--- config.mk ---
export PLATFORM = sky130hd
export DESIGN_NAME = soft_mute_ramp
export DESIGN_NICKNAME = d
export VERILOG_FILES = /design/src/rtl/smr_pkg.sv /design/src/rtl/smr_step_timer.sv /design/src/rtl/smr_gain_ramp.sv /design/src/rtl/smr_scaler.sv /design/src/rtl/soft_mute_ramp.sv
export SDC_FILE = /design/constraint.sdc
export NUM_CORES = 2
export LEC_CHECK = 0
export BUFFER_PORTS_ARGS = -buffer_cell sky130_fd_sc_hd__buf_2
export CAP_MARGIN = 20
export CELL_PAD_IN_SITES_DETAIL_PLACEMENT = 0
export CELL_PAD_IN_SITES_GLOBAL_PLACEMENT = 1
export CORE_ASPECT_RATIO = 0.7
export CORE_MARGIN = 2
export CORE_UTILIZATION = 54
export DETAILED_ROUTE_END_ITERATION = 6
export PLACE_DENSITY = 0.9
export SETUP_SLACK_MARGIN = 0.1
export SKIP_CTS_REPAIR_TIMING = 1
export SLEW_MARGIN = 15
export SYNTH_ARGS = -nofsm -noshare
export SYNTH_HDL_FRONTEND = slang
export SYNTH_SLANG_ARGS = --single-unit
--- constraint.sdc ---
create_clock -name clk -period 67.3 [get_ports clk]
set_clock_uncertainty 0.15 [all_clocks]
set_input_delay 6.73 -clock clk [delete_from_list [all_inputs] [get_ports clk]]
set_output_delay 6.73 -clock clk [all_outputs]
set_load 0.03 [all_outputs]
--- src/rtl/smr_pkg.sv ---
package smr_pkg;

    typedef enum logic [1:0] {
        RAMP_HOLD = 2'd0,
        RAMP_UP   = 2'd1,
        RAMP_DOWN = 2'd2
    } ramp_dir_e;

    // Largest gain code for a given index width: maps to unity gain.
    function automatic int unsigned full_scale(input int unsigned width);
        return (32'd1 << width) - 32'd1;
    endfunction

    // Direction the index must move to approach its target.
    function automatic ramp_dir_e pick_dir(input int unsigned cur, input int unsigned tgt);
        if (cur < tgt)      return RAMP_UP;
        else if (cur > tgt) return RAMP_DOWN;
        else                return RAMP_HOLD;
    endfunction

    // Width of a counter that must hold values 0..n-1 (at least one bit).
    function automatic int unsigned cnt_width(input int unsigned n);
        return (n > 1) ? $clog2(n) : 1;
    endfunction

endpackage

--- src/rtl/smr_step_timer.sv ---
module smr_step_timer #(
    parameter int unsigned STEP_FRAMES = 4
) (
    input  logic clk,
    input  logic rst,
    input  logic strobe_i,
    output logic tick_o
);
    localparam int unsigned CW = smr_pkg::cnt_width(STEP_FRAMES);
    localparam logic [CW-1:0] LAST = CW'(STEP_FRAMES - 1);

    logic [CW-1:0] cnt_q;

    assign tick_o = strobe_i && (cnt_q == LAST);

    always_ff @(posedge clk) begin
        if (rst) begin
            cnt_q <= '0;
        end else if (strobe_i) begin
            cnt_q <= (cnt_q == LAST) ? '0 : cnt_q + 1'b1;
        end
    end

    // Idle cycles must not move the prescaler.
    assert_idle_hold_R4: assert property (@(posedge clk) disable iff (rst)
        !$past(strobe_i) |-> (cnt_q == $past(cnt_q)));

endmodule

--- src/rtl/smr_gain_ramp.sv ---
module smr_gain_ramp #(
    parameter int unsigned ATT_W = 8
) (
    input  logic             clk,
    input  logic             rst,
    input  logic             tick_i,
    input  logic             mute_i,
    input  logic [ATT_W-1:0] att_i,
    output logic [ATT_W-1:0] gain_o
);
    import smr_pkg::*;

    logic [ATT_W-1:0] target;
    ramp_dir_e        dir;

    always_comb begin
        target = mute_i ? '0 : att_i;
        dir    = pick_dir(int'(gain_o), int'(target));
    end

    always_ff @(posedge clk) begin
        if (rst) begin
            gain_o <= att_i;
        end else if (tick_i) begin
            unique case (dir)
                RAMP_UP:   gain_o <= gain_o + 1'b1;
                RAMP_DOWN: gain_o <= gain_o - 1'b1;
                default:   gain_o <= gain_o;
            endcase
        end
    end

    assert_single_step_R8: assert property (@(posedge clk) disable iff (rst)
        (gain_o != $past(gain_o)) |->
            ((gain_o == ATT_W'($past(gain_o) + 1'b1)) || (gain_o == ATT_W'($past(gain_o) - 1'b1))));

    assert_move_on_tick_R4: assert property (@(posedge clk) disable iff (rst)
        (gain_o != $past(gain_o)) |-> $past(tick_i));

    assert_muted_no_rise_R2: assert property (@(posedge clk) disable iff (rst)
        $past(mute_i) |-> (gain_o <= $past(gain_o)));

    assert_unmuted_no_fall_R3: assert property (@(posedge clk) disable iff (rst)
        (!$past(mute_i) && ($past(gain_o) < $past(att_i))) |-> (gain_o >= $past(gain_o)));

endmodule

--- src/rtl/smr_scaler.sv ---
module smr_scaler #(
    parameter int unsigned SAMPLE_W = 24,
    parameter int unsigned ATT_W    = 8,
    parameter int unsigned CH       = 2
) (
    input  logic                         clk,
    input  logic                         rst,
    input  logic                         valid_i,
    input  logic [ATT_W-1:0]             gain_i,
    input  logic [CH-1:0][SAMPLE_W-1:0]  samp_i,
    output logic [CH-1:0][SAMPLE_W-1:0]  samp_o,
    output logic                         valid_o
);
    localparam int unsigned PW = SAMPLE_W + ATT_W + 2;
    localparam logic signed [PW-1:0] DIVISOR = PW'(smr_pkg::full_scale(ATT_W));

    always_ff @(posedge clk) begin
        if (rst) valid_o <= 1'b0;
        else     valid_o <= valid_i;
    end

    for (genvar c = 0; c < CH; c++) begin : g_ch
        logic signed [PW-1:0] s_ext;
        logic signed [PW-1:0] g_ext;
        logic signed [PW-1:0] quo;

        always_comb begin
            s_ext = {{(PW-SAMPLE_W){samp_i[c][SAMPLE_W-1]}}, samp_i[c]};
            g_ext = {{(PW-ATT_W){1'b0}}, gain_i};
            // Signed division truncates toward zero.
            quo   = (s_ext * g_ext) / DIVISOR;
        end

        always_ff @(posedge clk) begin
            if (rst)          samp_o[c] <= '0;
            else if (valid_i) samp_o[c] <= quo[SAMPLE_W-1:0];
        end

        assert_silent_at_zero_R2: assert property (@(posedge clk) disable iff (rst)
            $past(valid_i && (gain_i == '0)) |-> (samp_o[c] == '0));

        assert_unity_passthrough_R5: assert property (@(posedge clk) disable iff (rst)
            $past(valid_i && (&gain_i)) |-> (samp_o[c] == $past(samp_i[c])));
    end

endmodule

--- src/rtl/soft_mute_ramp.sv ---
module soft_mute_ramp #(
    parameter int unsigned SAMPLE_W    = 24,
    parameter int unsigned ATT_W       = 8,
    parameter int unsigned STEP_FRAMES = 4
) (
    input  logic                clk,
    input  logic                rst,
    input  logic                frame_valid,
    input  logic [SAMPLE_W-1:0] left_in,
    input  logic [SAMPLE_W-1:0] right_in,
    input  logic                mute_pin,
    input  logic                mute_reg,
    input  logic [ATT_W-1:0]    att_level,
    output logic [SAMPLE_W-1:0] left_out,
    output logic [SAMPLE_W-1:0] right_out,
    output logic                out_valid
);
    localparam int unsigned NCH = 2;

    logic                         step_tick;
    logic                         mute_req;
    logic [ATT_W-1:0]             gain;
    logic [NCH-1:0][SAMPLE_W-1:0] pair_in;
    logic [NCH-1:0][SAMPLE_W-1:0] pair_out;

    assign mute_req = mute_pin | mute_reg;
    assign pair_in  = {right_in, left_in};
    assign left_out  = pair_out[0];
    assign right_out = pair_out[1];

    smr_step_timer #(.STEP_FRAMES(STEP_FRAMES)) u_timer (
        .clk      (clk),
        .rst      (rst),
        .strobe_i (frame_valid),
        .tick_o   (step_tick)
    );

    smr_gain_ramp #(.ATT_W(ATT_W)) u_ramp (
        .clk    (clk),
        .rst    (rst),
        .tick_i (step_tick),
        .mute_i (mute_req),
        .att_i  (att_level),
        .gain_o (gain)
    );

    smr_scaler #(.SAMPLE_W(SAMPLE_W), .ATT_W(ATT_W), .CH(NCH)) u_scale (
        .clk     (clk),
        .rst     (rst),
        .valid_i (frame_valid),
        .gain_i  (gain),
        .samp_i  (pair_in),
        .samp_o  (pair_out),
        .valid_o (out_valid)
    );

endmodule

* After elaboration in Yosys (flattened, before gate mapping) *
Cells that the tools add are included.
Widths: inputs -> output; s select.

cells by class
  div/mod/pow operators = 2
  multipliers = 2
  multiplexer cells = 7
  bitwise logic cells = 1
  shift-type cells = 0
  eq/ne operators = 3
  $lt $le $gt $ge = 2
  add/sub/neg operators = 3
  reductions and logical operators = 4

operators with widths
  kind                   count
  $div 34x9->34 const B  2
  $mul 24x9->33          2
  $mux 8                 3
  $pmux 8 s2             1
  $add 8x1->8 const B    1
  $gt 8x8->1             1
  $lt 8x8->1             1
  $sub 8x1->8 const B    1
  $mux 2                 3
  $eq 2x2->1 const B     2
  $reduce_bool 3->1      1
  $add 2x1->2 const B    1
  $eq 2x1->1 const B     1
  $reduce_and 2->1       1
  $reduce_bool 2->1      1
  $logic_and 1x1->1      1
  $or 1x1->1             1

word-level totals
  input bits = 61
  memories = 0
  RAM bits = 0
  word-level logic and storage cells = 29
  output and inout bits = 49
  bits in read-only memories = 0
  latch bits = 0
  bits in registers = 59

* Logic depth before layout (Yosys ltp) *
  depth after elaboration = 9
  mapped depth = 103

* Hierarchy *
From an unflattened synthesis, not the netlist that was laid out.

second synthesis, totals
  cell total of the unflattened synthesis = 4704
  area total of the unflattened synthesis = 35042.4 µm²

modules (own cells, without submodules)
  module          cells an instance  area an instance (µm²)  times used
  smr_scaler      4597               34042.6                 1
  smr_gain_ramp   97                 900.9                   1
  smr_step_timer  9                  92.6                    1
  soft_mute_ramp  1                  6.3                     1

* Least setup slack after synthesis *
Ideal clock, no wire load.

  kind = input to register
  start point = in right_in[23]
  end point = reg u_scale.samp_o[46] (netlist bit)
  setup time = 0.065 ns
  stages on the path = 88
  setup slack = 38.746 ns
  arrival = 28.339 ns
  data required time = 67.085 ns
  cell sequence = and2_1 > fa_1 > inv_1 > fa_1 > inv_1 > fa_1 > inv_1 > fa_1 > inv_1 > ha_1 > clkbuf_1 > a21oi_1 > o21ai_1 > or2_2 > a2111o_1 > o311a_1 > a2111oi_4 > nand2_2 > [... 52 more ...] > a211oi_2 > o21a_1 > inv_1 > ha_1 > xor2_1 > xnor2_1 > nor3_1 > or3_1 > o2111ai_4 > and2_1 > ha_1 > inv_1 > nor3_1 > nand2_1 > o21ai_1 > xor2_1 > mux2i_1 > nor2_1

on the way
  word-level cells in the longest chain between the ends = 2

RTL lines
  what                           line                  RTL
  start, declared                soft_mute_ramp.sv:10  input logic [SAMPLE_W-1:0] right_in,
  $mul 24x9->33                  smr_scaler.sv:31      quo = (s_ext * g_ext) / DIVISOR;
  $div 34x9->34                  smr_scaler.sv:31
  end signal, assigned by index  smr_scaler.sv:36      else if (valid_i) samp_o[c] <= quo[SAMPLE_W-1:0];
  end, declared                  smr_scaler.sv:11      output logic [CH-1:0][SAMPLE_W-1:0] samp_o,

Every way passes these cells.
A chain may end at the register's enable or synchronous reset.

* Worst setup path after layout *
  start point = in right_in[10]
  end point = reg u_scale.samp_o[46] (netlist bit)

The elaborated chain is that of the path after synthesis.

==> impl_results.md <==
- Max Slew Vio Count: 0
- Sequential fraction of the synthesis area: 3.427%
- I/O pins: 110
- Crit-path max FO: 39
- Hold Crit Class: flip-flop to flip-flop
- Final Hold Fails: 0
- Req. time, crit path: 67.35 ns
- Most frequent cells in the layout: 500 x nand2_1, 447 x inv_1, 329 x nor2_1
- RR Endpoint: u_scale.samp_o[46]
- Hold path endpoint: u_scale.samp_o[21]
- Overall Global Routing Usage: 31.40%
- Ys async rst share: 0%
- Rel. slew slack: 24.03%
- Detailed Place HPWL: 91300 microns
- Worst path arrival time: 33.84 ns
- Commonest non-fill, non-tap cell in the layout: nand2_1
- Hold Path Origin: u_scale.samp_o[21]
- Total Wirelength: 111000 microns
- Tmin final: 33.79 ns
- Largest net degree at the start of global routing: 53
- Global-route wire length before repair: 183600 microns
- #FFs+latches synth: 59
- Max-cap viol count: 0
- Synth-to-Final Area Change: 3.193%
- Synth Flop Type: dfxtp_1
- Antenna-violating nets left: 0
- Critical path's slowest cell: o221ai_1
- Syn Nets: 5265
- TritonCTS clock tree: built
- Setup crit start kind: input port
- Status: finished, final reports clean
- Initial drt markers: 3909
- CTS H-tree depth: 3
- R2R Setup Slk: 38.62 ns
- Fmax: 29.60 MHz
- R2r worst-path depth: 84
- Mapped Cells: 4750
- Fin nets: 5240
- Starting density of the core: 54.31%
- Multi-input gate area: 0.03282 sq mm
- Register area: 0.001261 sq mm
- DRC viols: 0
- Post-Layout Cell Count: 5638
- CTS Sinks: 59
- Drt pass-1 iters: 6
- RR Startpoint: u_ramp.gain_o[1]
- Root Buffer: clkbuf_16
- Slowest stage delay, CP: 0.88 ns
- Ratio of cells with drive above 1 in the final layout: 13.30%
- Fin crit share: 50.20%
- Most frequent CP cell: a21oi_1
- Crit. End Element: flip-flop
- Clock slew at reported path FFs: 0.06 ns
- Via density: 6.478
- Post-synth EDFFs: 8
- TNS Setup: 0 ns
- CP Class: input port to flip-flop
- Pre-CTS WS: 33.95 ns
- Synthesized cell area: 0.03680 sq mm
- Ys Warns: 0
- Num CTS Buffers: 9
- Setup ws final: 33.51 ns
- Die area: 0.07029 sq mm
- WL/cell: 19.68 microns
- Actual slew at the worst max-slew pin: 1.136 ns
- Core box area: 0.06777 sq mm
- Port bufs: 109
- Unique masters post-synth: 197
- Fillers: 6434
- Clk Latency, worst-skew pair: 0.35 ns
- Worst hold stages: 2
- Grt ovf: 0
- Die Wd: 316.0 microns
- Initial antenna violation count: 9
- Gpl congestion: 1.002
- CTS Buffer Depth: 2
- Chip height: 222.4 microns
- Unrepaired setup endpoints after global routing: no
- Vias in the first global route: 34040
- Mean Syn Cell Area: 7.747 sq um
- Final setup viols: 0
- Placed insts: 5615
- Vias post-DR: 36520
- # rows: 80
==> through the flow <==
step / hold slack, ns / area [sq um] / utilization, %
global placement: 0.2870 / 37630 / 55.52
finish: 0.3000 / 37980 / 56.04
detailed placement: 0.2964 / 37630 / 55.52
floorplan: 0.3147 / 36800 / -
global route: 0.3211 / 37960 / 56.02
CTS: 0.3045 / 37950 / 56.00
==> layer usage <==
metal / vias to the layer above / global-route usage, % / wire, microns
met4: 4 / 7.308 / 2689
li1: 17200 / - / -
met5: - / 0 / 17
met1: 17600 / 48.95 / 53730
met2: 1566 / 45.82 / 45910
met3: 150 / 3.313 / 8632
==> synth_stat cells, types with 23 or more instances <==
cell | number | share of area [%]
o21ai_1 | 74 | 1.0
ha_1 | 153 | 5.2
xnor2_1 | 167 | 4.0
and4_1 | 23 | 0.55
dfxtp_1 | 51 | 2.8
inv_1 | 447 | 4.6
buf_6 | 27 | 0.83
nand3_1 | 132 | 1.8
and3_1 | 41 | 0.70
clkbuf_1 | 86 | 0.88
o31ai_1 | 37 | 0.75
a31oi_1 | 49 | 0.83
a21oi_1 | 255 | 3.5
o31a_1 | 23 | 0.55
a21oi_2 | 26 | 0.62
nor3_1 | 134 | 1.8
nor2_1 | 329 | 3.4
o21a_1 | 44 | 0.90
fa_1 | 301 | 16
or3_1 | 46 | 0.78
or2_2 | 26 | 0.44
a211oi_1 | 47 | 0.96
o21ai_0 | 151 | 2.1
nand2_1 | 500 | 5.1
and2_1 | 272 | 4.6
buf_2 | 27 | 0.37
nand4_1 | 68 | 1.2
mux2i_1 | 55 | 1.5
o211ai_1 | 57 | 1.2
nand2b_1 | 32 | 0.54
xor2_1 | 80 | 1.9
a21o_1 | 63 | 1.3
nor4_1 | 37 | 0.63
==> cell families after synthesis <==
logic type,after synthesis,share of synthesized area (%)
and+or+nand+nor,1909,28.51
AOI/OAI and AO/OA,1367,30.08
buffers and inverters,621,7.493
adders and majority gates,457,21.66
xor gates and xnor gates,258,6.504
muxes,79,2.336
DFF,59,3.427
==> state kept, by name (all words and copies together) (netlist names) <==
| signal | count |
|---|---|
| u_timer.cnt_q | 2 |
| u_ramp.gain_o | 8 |
| u_scale.valid_o | 1 |
| u_scale.samp_o | 48 |
==> worst max-delay path by stage <==
stage                     depth (start not counted)          from  slack, ns                  to
after floorplan                                  88  right_in[23]      38.75  u_scale.samp_o[46]
after global placement                           83  right_in[10]      34.11  u_scale.samp_o[46]
after detailed placement                         83  right_in[10]      33.95  u_scale.samp_o[46]
after CTS                                        83  right_in[10]      34.16  u_scale.samp_o[46]
after global routing                             83  right_in[10]      31.53  u_scale.samp_o[46]
final                                            83  right_in[10]      33.51  u_scale.samp_o[46]
==> layout make-up <==
type / count / share of cell area [%]
diodes: 6 / 0.03954
clock buffers: 9 / 0.5931
clock inverters: 7 / 0.2570
inverters: 450 / 4.451
multi-input cells: 4070 / 86.42
flip-flops and latches: 59 / 3.321
well taps: 902 / 2.972
repair buffers: 135 / 1.944
==> critical path, delay by kind of cell <==
family | cells | cell delay, ns
mux | 1 | 0.16
simple gates | 27 | 8.56
buf+inv | 7 | 0.86
fa+ha+maj | 8 | 3.30
compound gates | 35 | 13.27
xor+xnor | 5 | 0.86
Power is left out: the tool's default activity adds up to more than one toggle a clock period on the data nets, which glitch-free logic cannot reach.
